[src/rtl/tag_rs.sv]
module tag_rs #(
  parameter int ENTRIES = 4,
  parameter int TAG_W   = 3,
  parameter int DATA_W  = 16,
  parameter int OP_W    = 3
) (
  input  logic              clk,
  input  logic              rst_n,
  input  logic              iss_valid,
  input  logic [OP_W-1:0]   iss_op,
  input  logic [TAG_W-1:0]  iss_dest,
  input  logic              iss_a_rdy,
  input  logic [DATA_W-1:0] iss_a_val,
  input  logic [TAG_W-1:0]  iss_a_tag,
  input  logic              iss_b_rdy,
  input  logic [DATA_W-1:0] iss_b_val,
  input  logic [TAG_W-1:0]  iss_b_tag,
  input  logic              rob_free,
  output logic              iss_accept,
  input  logic              cdb_valid,
  input  logic [TAG_W-1:0]  cdb_tag,
  input  logic [DATA_W-1:0] cdb_val,
  input  logic [TAG_W-1:0]  rob_head,
  input  logic              flush_valid,
  input  logic [TAG_W-1:0]  flush_tag,
  input  logic              fu_ready,
  output logic              disp_valid,
  output logic [OP_W-1:0]   disp_op,
  output logic [DATA_W-1:0] disp_a,
  output logic [DATA_W-1:0] disp_b,
  output logic [TAG_W-1:0]  disp_dest
);
  localparam int IDX_W = (ENTRIES > 1) ? $clog2(ENTRIES) : 1;

  logic [ENTRIES-1:0] busy, a_has, b_has, ready;
  logic [OP_W-1:0]    op_q  [ENTRIES];
  logic [TAG_W-1:0]   dst_q [ENTRIES];
  logic [TAG_W-1:0]   a_tag [ENTRIES];
  logic [TAG_W-1:0]   b_tag [ENTRIES];
  logic [DATA_W-1:0]  a_val [ENTRIES];
  logic [DATA_W-1:0]  b_val [ENTRIES];

  logic [IDX_W-1:0] free_idx, sel_idx;
  logic [TAG_W-1:0] best_age, fl_age;
  logic             sel_any, fire;

  function automatic logic [TAG_W-1:0] age_of(input logic [TAG_W-1:0] t);
    return t - rob_head;
  endfunction

  assign ready      = busy & a_has & b_has;
  assign fl_age     = age_of(flush_tag);
  assign iss_accept = iss_valid & rob_free & ~flush_valid & ~&busy;
  assign disp_valid = sel_any & ~flush_valid;
  assign fire       = disp_valid & fu_ready;
  assign disp_op    = op_q[sel_idx];
  assign disp_a     = a_val[sel_idx];
  assign disp_b     = b_val[sel_idx];
  assign disp_dest  = dst_q[sel_idx];

  always_comb begin
    free_idx = '0;
    for (int i = ENTRIES - 1; i >= 0; i--)
      if (!busy[i]) free_idx = IDX_W'(i);
  end

  always_comb begin
    sel_any  = 1'b0;
    sel_idx  = '0;
    best_age = '1;
    for (int i = 0; i < ENTRIES; i++)
      if (ready[i] && (!sel_any || age_of(dst_q[i]) < best_age)) begin
        sel_any  = 1'b1;
        sel_idx  = IDX_W'(i);
        best_age = age_of(dst_q[i]);
      end
  end

  always_ff @(posedge clk) begin
    if (!rst_n) begin
      busy  <= '0;
      a_has <= '0;
      b_has <= '0;
    end else begin
      for (int i = 0; i < ENTRIES; i++) begin
        if (busy[i] && !a_has[i] && cdb_valid && cdb_tag == a_tag[i]) begin
          a_has[i] <= 1'b1;
          a_val[i] <= cdb_val;
        end
        if (busy[i] && !b_has[i] && cdb_valid && cdb_tag == b_tag[i]) begin
          b_has[i] <= 1'b1;
          b_val[i] <= cdb_val;
        end
        if (fire && sel_idx == IDX_W'(i)) busy[i] <= 1'b0;
        if (flush_valid && age_of(dst_q[i]) > fl_age) busy[i] <= 1'b0;
        if (iss_accept && free_idx == IDX_W'(i)) begin
          busy[i]  <= 1'b1;
          op_q[i]  <= iss_op;
          dst_q[i] <= iss_dest;
          a_tag[i] <= iss_a_tag;
          b_tag[i] <= iss_b_tag;
          a_has[i] <= iss_a_rdy | (cdb_valid & cdb_tag == iss_a_tag);
          b_has[i] <= iss_b_rdy | (cdb_valid & cdb_tag == iss_b_tag);
          a_val[i] <= iss_a_rdy ? iss_a_val : cdb_val;
          b_val[i] <= iss_b_rdy ? iss_b_val : cdb_val;
        end
      end
    end
  end
endmodule

[config.mk]
export PLATFORM = sky130hd
export DESIGN_NAME = tag_rs
export DESIGN_NICKNAME = d
export VERILOG_FILES = /design/src/rtl/tag_rs.sv
export SDC_FILE = /design/constraint.sdc
export NUM_CORES = 1
export LEC_CHECK = 0
export CORE_UTILIZATION = 37
export DETAILED_ROUTE_END_ITERATION = 16
export HOLD_SLACK_MARGIN = 0.05
export REMOVE_ABC_BUFFERS = 1
export SYNTH_ARGS = -nofsm -noshare
export SYNTH_HDL_FRONTEND = slang
export SYNTH_SLANG_ARGS = --single-unit
[constraint.sdc]
create_clock -name clk -period 9.1 [get_ports clk]
set_input_delay 2.275 -clock clk [delete_from_list [all_inputs] [get_ports clk]]
set_output_delay 2.275 -clock clk [all_outputs]
set_load 0.05 [all_outputs]
Word level (Yosys, flattened, before mapping):

Memory sizes are Yosys's and may differ from the RTL's.
Cells that the tools add are included.

* add/subtract/negate cells: 5
* bitwise operators: 20
* muxes and demuxes: 124
* equality and inequality tests: 16
* reduce and logical (&&, ||, !) cells: 81
* $lt $le $gt $ge: 7

Operator list (count)
* 16-bit 2-to-1 mux: 10
* 1-bit 2-to-1 mux: 81
* 3-bit 2-to-1 mux: 15
* 1-bit logical AND: 39
* 2-bit 2-to-1 mux: 18
* 3-bit OR reduction: 12
* 3-bit == test: 10
* 2-bit nonzero test: 8
* 3-bit subtractor: 5
* 3-bit greater-than comparator: 4
* 1-bit logical NOT: 12
* 3-bit nonzero test: 4
* 1-bit OR: 10
* 3-bit < comparator: 3
* 4-bit bitwise AND: 2
* 2-bit == test (second input constant): 4
* 1-bit bitwise AND: 7
* 2-bit by 1-bit == test with 1-bit output (second input constant): 2
* 2-bit logical NOT: 2
* 4-bit AND reduction: 1
* 1-bit logical OR: 3
* 1-bit inverter: 1

* memory bits (writable): 176
* memories kept: 6
* logic and storage cells: 271
* register bits: 12

Memory list
* a_val: words 4, width 16, rd ports 1, clocked after Yosys merged registers in 0, wr ports 4, RTL line 40 `logic [DATA_W-1:0] a_val [ENTRIES];`
* b_val: words 4, width 16, rd ports 1, clocked after Yosys merged registers in 0, wr ports 4, RTL line 41 `logic [DATA_W-1:0] b_val [ENTRIES];`
* a_tag: words 4, width 3, rd ports 4, clocked after Yosys merged registers in 0, wr ports 1, RTL line 38 `logic [TAG_W-1:0] a_tag [ENTRIES];`
* b_tag: words 4, width 3, rd ports 4, clocked after Yosys merged registers in 0, wr ports 1, RTL line 39 `logic [TAG_W-1:0] b_tag [ENTRIES];`
* dst_q: words 4, width 3, rd ports 5, clocked after Yosys merged registers in 0, wr ports 1, RTL line 37 `logic [TAG_W-1:0] dst_q [ENTRIES];`
* op_q: words 4, width 3, rd ports 1, clocked after Yosys merged registers in 0, wr ports 1, RTL line 36 `logic [OP_W-1:0] op_q [ENTRIES];`

Logic depth before layout (Yosys ltp):

Gate-level depths: netlist of the first run.

* word-level depth: 21
* depth in mapped cells: 28

Worst setup path before layout of the first run:

No wires, ideal clock.

* path kind: input port to output port
* start point: in rob_head[0]
* end point: out disp_a[10]
* data arrival time: 7.612 ns
* stages on the path: 24
* slack: -0.787 ns
* cell sequence: ha_1 > fa_1 > xnor2_1 > xnor2_1 > nor2_1 > ha_1 > nor2_1 > o31ai_4 > clkbuf_1 > o21ai_0 > ha_1 > a21oi_1 > a22oi_1 > nor2_1 > o31a_1 > nand2_1 > o21a_1 > ha_1 > o21a_1 > nor2_1 > o21ai_0 > o211ai_2 > clkbuf_1 > o21ai_0

* cells in the longest elaborated chain, start to end: 15
* elaborated cells on any way between the ends: 24
* classes of those cells: add/sub: 4; order compare: 3; mux: 8; reduce/logical: 8; memory: 1

Ends and longest elaborated chain
* start: declaration: RTL line 23 `input logic [TAG_W-1:0] rob_head,`
* 3-bit subtractor: RTL line 48 `return t - rob_head;`
* 3-bit 2-to-1 mux: RTL line 72 `if (ready[i] && (!sel_any || age_of(dst_q[i]) < best_age)) begin`
* 3-bit < comparator: RTL line 72
* 1-bit logical OR: RTL line 72
* 1-bit logical AND: RTL line 72
* 3-bit 2-to-1 mux / 1-bit 2-to-1 mux (equally long branches): RTL line 72
* 3-bit < comparator / 1-bit logical NOT (equally long branches): RTL line 72
* 1-bit logical OR: RTL line 72
* 1-bit logical AND: RTL line 72
* 3-bit 2-to-1 mux / 1-bit 2-to-1 mux (equally long branches): RTL line 72
* 3-bit < comparator / 1-bit logical NOT (equally long branches): RTL line 72
* 1-bit logical OR: RTL line 72
* 1-bit logical AND: RTL line 72
* 2-bit 2-to-1 mux *: RTL line 72
* memory read 4 x 16 bit *
* end: declaration: RTL line 29 `output logic [DATA_W-1:0] disp_a,`

Mark *: on every way between the ends. The rest lies on a longest branch, timed or not.

Worst setup path in the final report of the first run:

* start point: in rob_head[0]
* end point: out disp_a[7]

Same word-level chain as after synthesis.

==> summary.md, run 1 <==
| Metric | Value |
|---|---|
| Core Rows | `59` |
| Post-synth cell types | `51` |
| Library cell with the largest summed area after synthesis | `sky130_fd_sc_hd__edfxtp_1` |
| Slowest cell on crit path | `sky130_fd_sc_hd__or4_4` |
| Sum of overflow across all layers after global routing | `0` |
| Origin of the worst setup path | `rob_head[0]` |
| Final sum of negative setup slack | `-11.23 ns` |
| Die X-Extent | `166 um` |
| Leading register cell type out of synthesis | `sky130_fd_sc_hd__edfxtp_1` |
| R2R Path End | `busy[1]` |
| Average cell area after synthesis | `13.7 sq um` |
| Post-Place Cells | `1187` |
| Top cells by count, synth | `sky130_fd_sc_hd__edfxtp_1, sky130_fd_sc_hd__mux2_2, sky130_fd_sc_hd__nand2_1, sky130_fd_sc_hd__o21ai_0, sky130_fd_sc_hd__mux2i_1` |
| GR Layer Usage met1 | `26.8%` |
| Most Used Layer, Global Route | `met2` |
| Total routed wirelength | `27.3 mm` |
| WS Path Type | `in -> out` |
| Smallest setup slack after layout | `-0.367 ns` |
| Clock root cell | `sky130_fd_sc_hd__clkbuf_16` |
| TritonCTS buffer count | `17` |
| # IOs | `118` |
| H-tree Lvls | `4` |
| Share of final-layout standard cells stronger than drive strength 1 | `47.8%` |
| Final setup violation count | `38` |
| Routed vias/inst | `5.24` |
| Maximum vdd drop | `0.102 mV` |
| EDFF count, synth | `176` |
| Tightest Hold Check Type | `reg -> reg` |
| Final Slew Violations | `0` |
| MaxCap Viol Count | `0` |
| Latest clock arrival within the worst-skew pair | `0.44 ns` |
| Number of instances in the synthesized netlist | `732` |
| Most numerous cell in the Yosys netlist | `sky130_fd_sc_hd__edfxtp_1` |
| Post-detailed-route DRC marker count | `3` |
| Core ar. | `26300 sq um` |
| Post-synth design cell area | `10000 sq um` |
| Yosys Warn Count | `0` |
| Worst Hold Depth | `2` |
| Hold Crit Endpoint | `a_has[2]` |
| Worst Reg-to-Reg Cells | `31` |
| Total Routing Usage GR | `19.7%` |
| Final layout net count | `1020` |
| Area contributors post-synth | `sky130_fd_sc_hd__edfxtp_1, sky130_fd_sc_hd__mux2_2, sky130_fd_sc_hd__mux2i_1` |
| Worst Path Max Fanout | `8` |
| Routed length per instance | `21.6 um` |
| Max Clock Skew | `0.0108 ns` |
| Relative area change from synthesis to final layout | `42.4%` |
| Source of the worst hold timing path | `a_has[2]` |
| Nature of the critical path endpoint | `output port` |
| Proportion of netlist area held by the largest area contributor | `52.8%` |
| Worst slew slack as a fraction of its limit | `28.5%` |
| Total power density per cell area | `132 nW/um^2` |
| Source of the worst register-to-register timing path | `dst_q[0][0]` |
| Clock slew at reported path FFs | `0.07 ns` |
| RSZ-0062 raised after global routing | `yes` |
| Peak clock frequency supported by timing | `0.106 GHz` |
| Clock sink count | `188` |
| Met3 Use GR | `2.95%` |
| Area of the die | `27700 sq um` |
| Critical Path Max Stage Delay | `0.44 ns` |
| Largest net degree at the start of global routing | `35` |
| Nature of the critical path startpoint | `input port` |
| Async set or reset register ratio after synthesis | `0%` |
| Clock tree from TritonCTS | `built` |
| Final Hold Vio Count | `0` |
| Port Buffers | `117` |
| Final-layout worst hold slack | `0.539 ns` |
| Critical Path RT | `6.83 ns` |
| Leakage | `5.25 nW` |
| GR Util met2 | `32.5%` |
| Iteration-0 DRC count of the detailed router | `406` |
| Post-route insts no fill | `1267` |
| Vias in the first global route | `6952` |
| Last weighted congestion value of the routability-driven placer | `0.787` |
| R2R setup slack | `3.53 ns` |
| Drt first pass iters | `12` |
| Dpl hpwl | `16.7 mm` |
| Measured slew at the worst slew-check pin | `1.07 ns` |
| Longest Clk Path Bufs | `2` |
| Failing checks | `DRC, setup timing` |
| Post-layout min period | `9.47 ns` |
| Antenna Nets Post-Route | `0` |
| Starting Density | `38.1%` |
| Routed vias | `6643` |
| Sequential element share of the synthesized area | `55.2%` |
| Total design power | `1.87 mW` |
| Die span in y | `166 um` |
| Portion of the clock cycle consumed by the worst path in the final layout | `104%` |
| Flops & latches, synth | `188` |
| Worst Path Arrival | `7.19 ns` |
| First-pass GRT wire length | `40.9 mm` |
| Initial antenna violation count | `1` |
| Fill cell total of the finished layout | `2157` |
| Status | `finished with violations` |
-- routing by layer --
layer | vias to the layer above | routed length, um | share of wire [%]
li1 | 3132 | - | -
met1 | 3341 | 12600 | 46
met2 | 147 | 13500 | 49
met3 | 23 | 923 | 3.4
met4 | 0 | 346 | 1.3
met5 | - | 0 | 0
-- worst max-delay path by stage --
stage / endpoint / slack [ns]
floorplan: disp_a[10] / -2.42
global placement: disp_a[7] / -0.76
detailed placement: disp_a[7] / -0.96
CTS: disp_a[7] / -0.42
global route: disp_a[7] / -0.59
finish: disp_a[7] / -0.37
-- sequential cells by signal, summed over array words and instances, names as in the netlist --
register	count
b_has	4
b_tag	12
a_has	4
b_val	64
op_q	12
dst_q	12
a_tag	12
a_val	64
busy	4
-- logic make-up (layout without fill, tap and decap cells) --
group | count (synthesis) | count (layout) | share of synthesized area (%)
buf+inv | 51 | 250 | 2.77
flops | 188 | 188 | 55.2
simple gates | 123 | 123 | 6.27
compound gates | 98 | 98 | 6.06
mux | 204 | 204 | 22.5
fa+ha+maj | 24 | 24 | 3.38
other cells | 0 | 1 | 0
xor+xnor | 44 | 44 | 3.85
-- worst max-delay path, delay by kind of cell --
kind | cells | cell delay [ns]
AO/OA/AOI/OAI | 9 | 1.16
XOR/XNOR | 2 | 0.30
adder cells (fa/ha/maj) | 5 | 1.24
buffers and inverters | 7 | 0.99
AND/OR/NAND/NOR | 8 | 1.18
-- per-stage QoR --
step                utilization (%)  worst slack, ns  area (sq um)
finish                         54.2           -0.367         14200
floorplan                         -            -2.42          9790
CTS                            52.3           -0.423         13700
detailed placement             46.0           -0.956         12100
global route                   54.2           -0.590         14200
global placement               46.0           -0.763         12100
-- where the power goes --
part	switching, mW	internal, mW	total (mW)
Sequential	0.00264	0.950	0.953
Clock	0.357	0.361	0.718
Combinational	0.0985	0.105	0.203
-- what timing repair did --
action | CTS | global route
cloned | 6 | 5
buffers inserted | 33 | 10
endpoints found under the hold margin | 0 | 0
gates resized for setup | 196 | 72
endpoints found under the setup margin | 38 | 38
hold buffers | 0 | 0
pin swaps | 44 | 35
-- cell usage in the layout, fill, tap and decap left out, drive strengths merged, types with 12 or more instances in the layout --
cell type,n
ha,19
dfxtp,12
mux2,165
inv,22
mux2i,39
buf,121
xnor2,13
clkdlybuf4s50,77
o21ai,57
nand2,57
clkbuf,23
nor2,24
edfxtp,176
xor2,31
-- area by class of cell --
cell class / instances / area, sq um / area share (%)
sequential: 188 / 5530 / 38.8
timing repair buffer: 203 / 2540 / 17.8
multi-input combinational: 493 / 5140 / 36.1
inverter: 15 / 56.3 / 0.395
clock buffer: 18 / 429 / 3.01
clock inverter: 14 / 129 / 0.904
tap: 335 / 419 / 2.94
antenna: 1 / 2.50 / 0.0176
(Power assumes the default switching activity.)
==> run 2, diff against run 1 <==
CORE_UTILIZATION = 30   (was 37)
PLACE_DENSITY = 0.49   (was unset)
==> run 2 against run 1 <==
The run ends with setup timing left. Combinational power shrank 2%. Clock-buffer cell count decreased by 1. First-iteration DRC count down 11%. Setup slack improved by 0.20 ns. Power up 1.4%. Utilization shrank 12 points.
==> summary.md, run 2 (synthesized netlist as in run 1, its figures left out) <==
| Metric | Value |
|---|---|
| Final Hold Vio Count | `0 (unchanged)` |
| Final setup violation count | `36 (was 38)` |
| Final layout net count | `1000 (was 1020)` |
| Failing checks | `setup timing (was DRC, setup timing)` |
| Most used cell along the critical path | `sky130_fd_sc_hd__buf_12` |
| # IOs | `118 (unchanged)` |
| Drt first pass iters | `4 (was 12)` |
| Die X-Extent | `185 um (was 166 um)` |
| Dpl hpwl | `17.9 mm (was 16.7 mm)` |
| Measured slew at the worst slew-check pin | `1.09 ns (was 1.07 ns)` |
| Total power density per cell area | `139 nW/um^2 (was 132 nW/um^2)` |
| Clock tree from TritonCTS | `built (unchanged)` |
| Largest net degree at the start of global routing | `41 (was 35)` |
| Relative area change from synthesis to final layout | `36.8% (was 42.4%)` |
| Clock slew at reported path FFs | `0.07 ns (about the same)` |
| Initial antenna violation count | `1 (unchanged)` |
| Regs by FF count | `a_val x64, b_val x64 (unchanged)` |
| Most Used Layer, Global Route | `met2 (unchanged)` |
| Met3 Use GR | `2.37% (was 2.95%)` |
| Number of buffers and inverters on the critical path | `7 (unchanged)` |
| Maximum vdd drop | `0.121 mV (was 0.102 mV)` |
| Tightest Hold Check Type | `reg -> reg (unchanged)` |
| Share of final-layout standard cells stronger than drive strength 1 | `42.3% (was 47.8%)` |
| Latest clock arrival within the worst-skew pair | `0.44 ns (about the same)` |
| Die span in y | `185 um (was 166 um)` |
| Total routed wirelength | `27.7 mm (was 27.3 mm)` |
| Post-route insts no fill | `1354 (was 1267)` |
| Core ar. | `32700 sq um (was 26300 sq um)` |
| Area of the die | `34100 sq um (was 27700 sq um)` |
| Nature of the critical path endpoint | `output port (unchanged)` |
| Clock root cell | `sky130_fd_sc_hd__clkbuf_16 (unchanged)` |
| Smallest setup slack after layout | `-0.170 ns (was -0.367 ns)` |
| Core Rows | `66 (was 59)` |
| Routed vias/inst | `4.80 (was 5.24)` |
| RSZ-0062 raised after global routing | `yes (unchanged)` |
| Last weighted congestion value of the routability-driven placer | `0.759 (was 0.787)` |
| Most frequent cells in the layout | `sky130_fd_sc_hd__edfxtp_1, sky130_fd_sc_hd__mux2_2, sky130_fd_sc_hd__clkdlybuf4s50_1, sky130_fd_sc_hd__buf_4, sky130_fd_sc_hd__buf_12 (unchanged)` |
| Iteration-0 DRC count of the detailed router | `360 (was 406)` |
| Antenna Nets Post-Route | `0 (unchanged)` |
| GR Layer Usage met1 | `22.7% (was 26.8%)` |
| Final Slew Violations | `0 (unchanged)` |
| First-pass GRT wire length | `41.5 mm (was 40.9 mm)` |
| WS Path Type | `in -> out (unchanged)` |
| Final sum of negative setup slack | `-3.59 ns (was -11.23 ns)` |
| Status | `finished with violations (unchanged)` |
| Slowest cell on crit path | `sky130_fd_sc_hd__or4_4 (unchanged)` |
| Worst Path Max Fanout | `8 (unchanged)` |
| Post-Place Cells | `1295 (was 1187)` |
| MaxCap Viol Count | `0 (unchanged)` |
| TritonCTS buffer count | `17 (unchanged)` |
| Sum of overflow across all layers after global routing | `0 (unchanged)` |
| R2R setup slack | `3.77 ns (was 3.53 ns)` |
| Critical Path RT | `6.83 ns (about the same)` |
| Portion of the clock cycle consumed by the worst path in the final layout | `102% (was 104%)` |
| Max Clock Skew | `0.0197 ns (was 0.0108 ns)` |
| Worst slew slack as a fraction of its limit | `26.8% (was 28.5%)` |
| Top Family by Delay on Critical Path | `adder cells (unchanged)` |
| Most frequent standard cell in the layout excluding fill and tap cells | `sky130_fd_sc_hd__edfxtp_1 (unchanged)` |
| Post-CTS Hold Fix Bufs | `0 (unchanged)` |
| Port Buffers | `117 (unchanged)` |
| Final-layout worst hold slack | `0.557 ns (was 0.539 ns)` |
| Starting Density | `30.6% (was 38.1%)` |
| GR Util met2 | `28.0% (was 32.5%)` |
| Worst setup slack before clock tree synthesis | `-0.869 ns (was -0.956 ns)` |
| Worst Path Arrival | `6.99 ns (was 7.19 ns)` |
| Clock sink count | `188 (unchanged)` |
| Post-detailed-route DRC marker count | `0 (was 3)` |
| Routed vias | `6493 (was 6643)` |
| Post-layout min period | `9.27 ns (was 9.47 ns)` |
| Nature of the critical path startpoint | `input port (unchanged)` |
| Longest Clk Path Bufs | `2 (unchanged)` |
| Peak clock frequency supported by timing | `0.108 GHz (was 0.106 GHz)` |
| Vias in the first global route | `6633 (was 6952)` |
| Critical Path Max Stage Delay | `0.45 ns (was 0.44 ns)` |
| H-tree Lvls | `4 (unchanged)` |
| Routed length per instance | `20.5 um (was 21.6 um)` |
| Total Routing Usage GR | `16.8% (was 19.7%)` |
| Leakage | `4.98 nW (was 5.25 nW)` |
run 2: cell count changes in the layout (fill, tap and decap cells not counted), moves of 11 or more:
cell	delta
sky130_fd_sc_hd__nand2_1	+20
sky130_fd_sc_hd__mux2i_1	+20
sky130_fd_sc_hd__nand2_4	-23
sky130_fd_sc_hd__o21ai_4	-15
sky130_fd_sc_hd__mux2i_4	-11
sky130_fd_sc_hd__o21ai_2	+12
run 2: path summary, 6_finish.rpt:
path	start	to	cells past startpoint
worst min register to register	a_has[2]	a_has[2]	2
worst max-delay path	rob_head[0]	disp_b[0]	29
worst min-delay path	a_has[2]	a_has[2]	2
worst max register to register	dst_q[1][0]	busy[1]	29
run 2: metal layers:
layer / part of all wire, % / wire (um) / up-vias
li1: - / - / 3095
met1: 46 / 12800 / 3255
met3: 3.1 / 865 / 16
met5: 0 / 0 / -
met2: 49 / 13600 / 127
met4: 1.3 / 362 / 0
run 2: layout make-up:
cell class	count	area, sq um
inverter	15	56.3
clock buffer	17	425
timing repair buffer	183	2290
multi-input combinational	493	4690
clock inverter	15	154
tap	442	553
fill	3094	19000
sequential	188	5530
antenna	1	2.50
run 2: timing repair:
item                       in CTS  in global routing
resized for setup             108                 47
gates cloned                    4                  1
setup endpoints to repair      38                 38
pin swaps                      26                 20
setup buffers                  16                  9
run 2: through the flow:
step / instance area, sq um / utilization (%) / power, mW
3_3_place_gp: 12300 / 37.5 / 1.16
5_1_grt: 13700 / 41.9 / 1.96
3_5_place_dp: 12300 / 37.5 / 1.16
2_1_floorplan: 9790 / - / 1.06
4_1_cts: 13400 / 41.0 / 1.91
6_report: 13700 / 41.9 / 1.90
run 2: tightest hold or removal path, cell delays in order (launching register included):
cell	delay, ns
sky130_fd_sc_hd__dfxtp_1	0.35
sky130_fd_sc_hd__o22ai_1	0.09
sky130_fd_sc_hd__nor2_1	0.08
run 2: power by group:
| part | internal (mW) | switching, mW | leakage (nW) |
|---|---|---|---|
| Combinational | 0.103 | 0.0955 | 3.02 |
| Clock | 0.389 | 0.360 | 0.285 |
| Sequential | 0.950 | 0.00245 | 1.68 |
| Total | 1.44 | 0.457 | 4.98 |
==> run 3, diff against run 2 <==
CORE_UTILIZATION = 51   (was 30)
PLACE_DENSITY = 0.76   (was 0.49)
==> run 3 against run 2 <==
The flow still finishes with violations (setup timing). Sequential share of layout area is 0.40 points higher. Final cell count is 13% lower. Register-to-register slack better by 0.05 ns. Global-route usage is 10 points higher. Sequential power hardly changed. Design area is 0.99% lower. Clock skew is 0.013 ns lower. Via count is 6.4% higher. Critical path type unchanged.
==> summary.md, run 3 (synthesized netlist as in run 1, its figures left out) <==
| Metric | Value |
|---|---|
| Status | `finished with violations (unchanged)` |
| Failing checks | `setup timing (unchanged)` |
| Final layout net count | `1010 (was 1000)` |
| Port Buffers | `117 (unchanged)` |
| Source of the worst register-to-register timing path | `dst_q[1][0] (unchanged)` |
| Switching Share | `23.3% (was 24.1%)` |
| Routed vias/inst | `5.85 (was 4.80)` |
| Slowest cell on crit path | `sky130_fd_sc_hd__fa_2 (was sky130_fd_sc_hd__or4_4)` |
| Total Routing Usage GR | `26.9% (was 16.8%)` |
| RSZ-0062 raised after global routing | `yes (unchanged)` |
| Source of the worst hold timing path | `a_has[3] (was a_has[2])` |
| Final setup violation count | `38 (was 36)` |
| Core Rows | `50 (was 66)` |
| Power spent charging and discharging nets | `435 uW (was 457 uW)` |
| Tightest Hold Check Type | `reg -> reg (unchanged)` |
| Core ar. | `19000 sq um (was 32700 sq um)` |
| Initial antenna violation count | `0 (was 1)` |
| Routed length per instance | `22.2 um (was 20.5 um)` |
| Total design power | `1.87 mW (was 1.90 mW)` |
| Total routed wirelength | `26.2 mm (was 27.7 mm)` |
| Portion of the clock cycle consumed by the worst path in the final layout | `103% (was 102%)` |
| Dpl hpwl | `16.7 mm (was 17.9 mm)` |
| Area of the die | `20200 sq um (was 34100 sq um)` |
| Final Hold Vio Count | `0 (unchanged)` |
| Worst Path Arrival | `7.10 ns (was 6.99 ns)` |
| Regs by FF count | `a_val x64, b_val x64 (unchanged)` |
| # IOs | `118 (unchanged)` |
| Drt first pass iters | `5 (was 4)` |
| Smallest setup slack after layout | `-0.277 ns (was -0.170 ns)` |
| Nature of the critical path startpoint | `input port (unchanged)` |
| Clock slew at reported path FFs | `0.07 ns (about the same)` |
| Peak clock frequency supported by timing | `0.107 GHz (was 0.108 GHz)` |
| Relative area change from synthesis to final layout | `35.4% (was 36.8%)` |
| Fraction of power consumed by combinational cells | `10.7% (was 10.5%)` |
| Final Slew Violations | `0 (unchanged)` |
| Post-detailed-route DRC marker count | `0 (unchanged)` |
| Post-Layout Inst Area | `13600 sq um (was 13700 sq um)` |
| Starting Density | `52.8% (was 30.6%)` |
| Longest Clk Path Bufs | `2 (unchanged)` |
| Routed vias | `6907 (was 6493)` |
| Vias in the first global route | `7298 (was 6633)` |
| Diode insertion count for antenna repair | `0 (was 1)` |
| Max Clock Skew | `0.00673 ns (was 0.0197 ns)` |
| Iteration-0 DRC count of the detailed router | `460 (was 360)` |
| Post-layout min period | `9.38 ns (was 9.27 ns)` |
| Share of final-layout standard cells stronger than drive strength 1 | `43.8% (was 42.3%)` |
| TritonCTS buffer count | `17 (unchanged)` |
| Largest net degree at the start of global routing | `24 (was 41)` |
| Latest clock arrival within the worst-skew pair | `0.44 ns (about the same)` |
| Leakage | `5.05 nW (was 4.98 nW)` |
| R2R setup slack | `3.82 ns (was 3.77 ns)` |
| Internal power | `1.44 mW (about the same)` |
| Total power density per cell area | `138 nW/um^2 (was 139 nW/um^2)` |
| MaxCap Viol Count | `0 (unchanged)` |
| Die span in y | `142 um (was 185 um)` |
| Clock share of power | `38.4% (was 39.4%)` |
| WS Path Type | `in -> out (unchanged)` |
| Clock sink count | `188 (unchanged)` |
| Last weighted congestion value of the routability-driven placer | `0.884 (was 0.759)` |
| Clock root cell | `sky130_fd_sc_hd__clkbuf_16 (unchanged)` |
| Nature of the critical path endpoint | `output port (unchanged)` |
| Register share of total power | `50.9% (was 50.1%)` |
| Fill cell total of the finished layout | `1253 (was 3094)` |
| Most frequent cells in the layout | `sky130_fd_sc_hd__edfxtp_1, sky130_fd_sc_hd__mux2_2, sky130_fd_sc_hd__clkdlybuf4s50_1, sky130_fd_sc_hd__buf_4, sky130_fd_sc_hd__buf_12 (unchanged)` |
| Most frequent standard cell in the layout excluding fill and tap cells | `sky130_fd_sc_hd__edfxtp_1 (unchanged)` |
| Origin of the worst setup path | `rob_head[0] (unchanged)` |
| H-tree Lvls | `4 (unchanged)` |
| Worst slew slack as a fraction of its limit | `19.7% (was 26.8%)` |
| Maximum vdd drop | `0.194 mV (was 0.121 mV)` |
| Worst Path Max Fanout | `7 (was 8)` |
| Most used cell along the critical path | `sky130_fd_sc_hd__buf_4 (was sky130_fd_sc_hd__buf_12)` |
| Post-CTS Hold Fix Bufs | `0 (unchanged)` |
| Critical Path Max Stage Delay | `0.52 ns (was 0.45 ns)` |
| Sum of overflow across all layers after global routing | `0 (unchanged)` |
| Die X-Extent | `142 um (was 185 um)` |
| Critical Path RT | `6.83 ns (about the same)` |
| First-pass GRT wire length | `39.9 mm (was 41.5 mm)` |
| Placement-stage cell area | `12000 sq um (was 12300 sq um)` |
| Antenna Nets Post-Route | `0 (unchanged)` |
| Measured slew at the worst slew-check pin | `1.20 ns (was 1.09 ns)` |
| Clock tree from TritonCTS | `built (unchanged)` |
-- run 3: changes by cell type in the layout (fill, tap and decap cells not counted), moves of 5 or more --
cell and change:
sky130_fd_sc_hd__nand2_4 +7, sky130_fd_sc_hd__buf_4 +7, sky130_fd_sc_hd__clkinvlp_4 +5, sky130_fd_sc_hd__o21ai_4 -8
sky130_fd_sc_hd__nand2_1 -8, sky130_fd_sc_hd__o21ai_2 +10
-- run 3: final timing paths --
kind                to  depth (start not counted)
max          disp_b[5]                         28
max reg2reg    busy[1]                         28
min           a_has[3]                          2
min reg2reg   a_has[3]                          2
-- run 3: per-stage QoR --
stage          util (%)  std cells  TNS, ns  worst slack [ns]  hold WS [ns]
5_1_grt            71.5       1181   -14.57            -0.445         0.588
3_3_place_gp       63.5       1114   -25.67            -0.735         0.517
6_report           71.5       1181    -7.73            -0.277         0.580
3_5_place_dp       63.5       1114   -31.77            -0.889         0.537
2_1_floorplan         -        696   -87.36             -2.42         0.497
4_1_cts            70.8       1175    -6.54            -0.246         0.554
-- run 3: layer usage --
metal  up-vias  GRT usage [%]  wire (um)
met4         0           8.66        576
met1      3484           33.4      10800
met5         -              0          0
met2       242           47.4      13200
met3        48           4.71       1600
li1       3133              -          -
-- run 3: power by group through the flow --
stage	combinational (mW)	sequential [mW]	clock, mW
after floorplan	0.0911	0.971	0
after global placement	0.181	0.972	0
after detailed placement	0.187	0.972	0
after CTS	0.195	0.953	0.725
after global routing	0.215	0.953	0.758
final	0.200	0.953	0.719
-- run 3: layout make-up --
cell class | instances | area (sq um) | area share [%]
multi-input combinational | 493 | 4710 | 34.8
tap | 260 | 325 | 2.40
clock inverter | 14 | 141 | 1.04
timing repair buffer | 193 | 2370 | 17.5
inverter | 15 | 56.3 | 0.415
clock buffer | 18 | 429 | 3.17
sequential | 188 | 5530 | 40.8
-- run 3: repair_timing --
| item | CTS | global route |
|---|---|---|
| endpoints found under the setup margin | 38 | 38 |
| pin swaps | 30 | 10 |
| buffers inserted | 24 | 7 |
| resized for setup | 138 | 27 |
| gates cloned | 5 | 0 |
-- run 3: worst max-delay path, delay by kind of cell --
family | cells | cell delay, ns
adders and majority gates | 5 | 1.39
AOI/OAI and AO/OA | 8 | 1.29
buffers and inverters | 9 | 1.20
and+or+nand+nor | 6 | 0.93
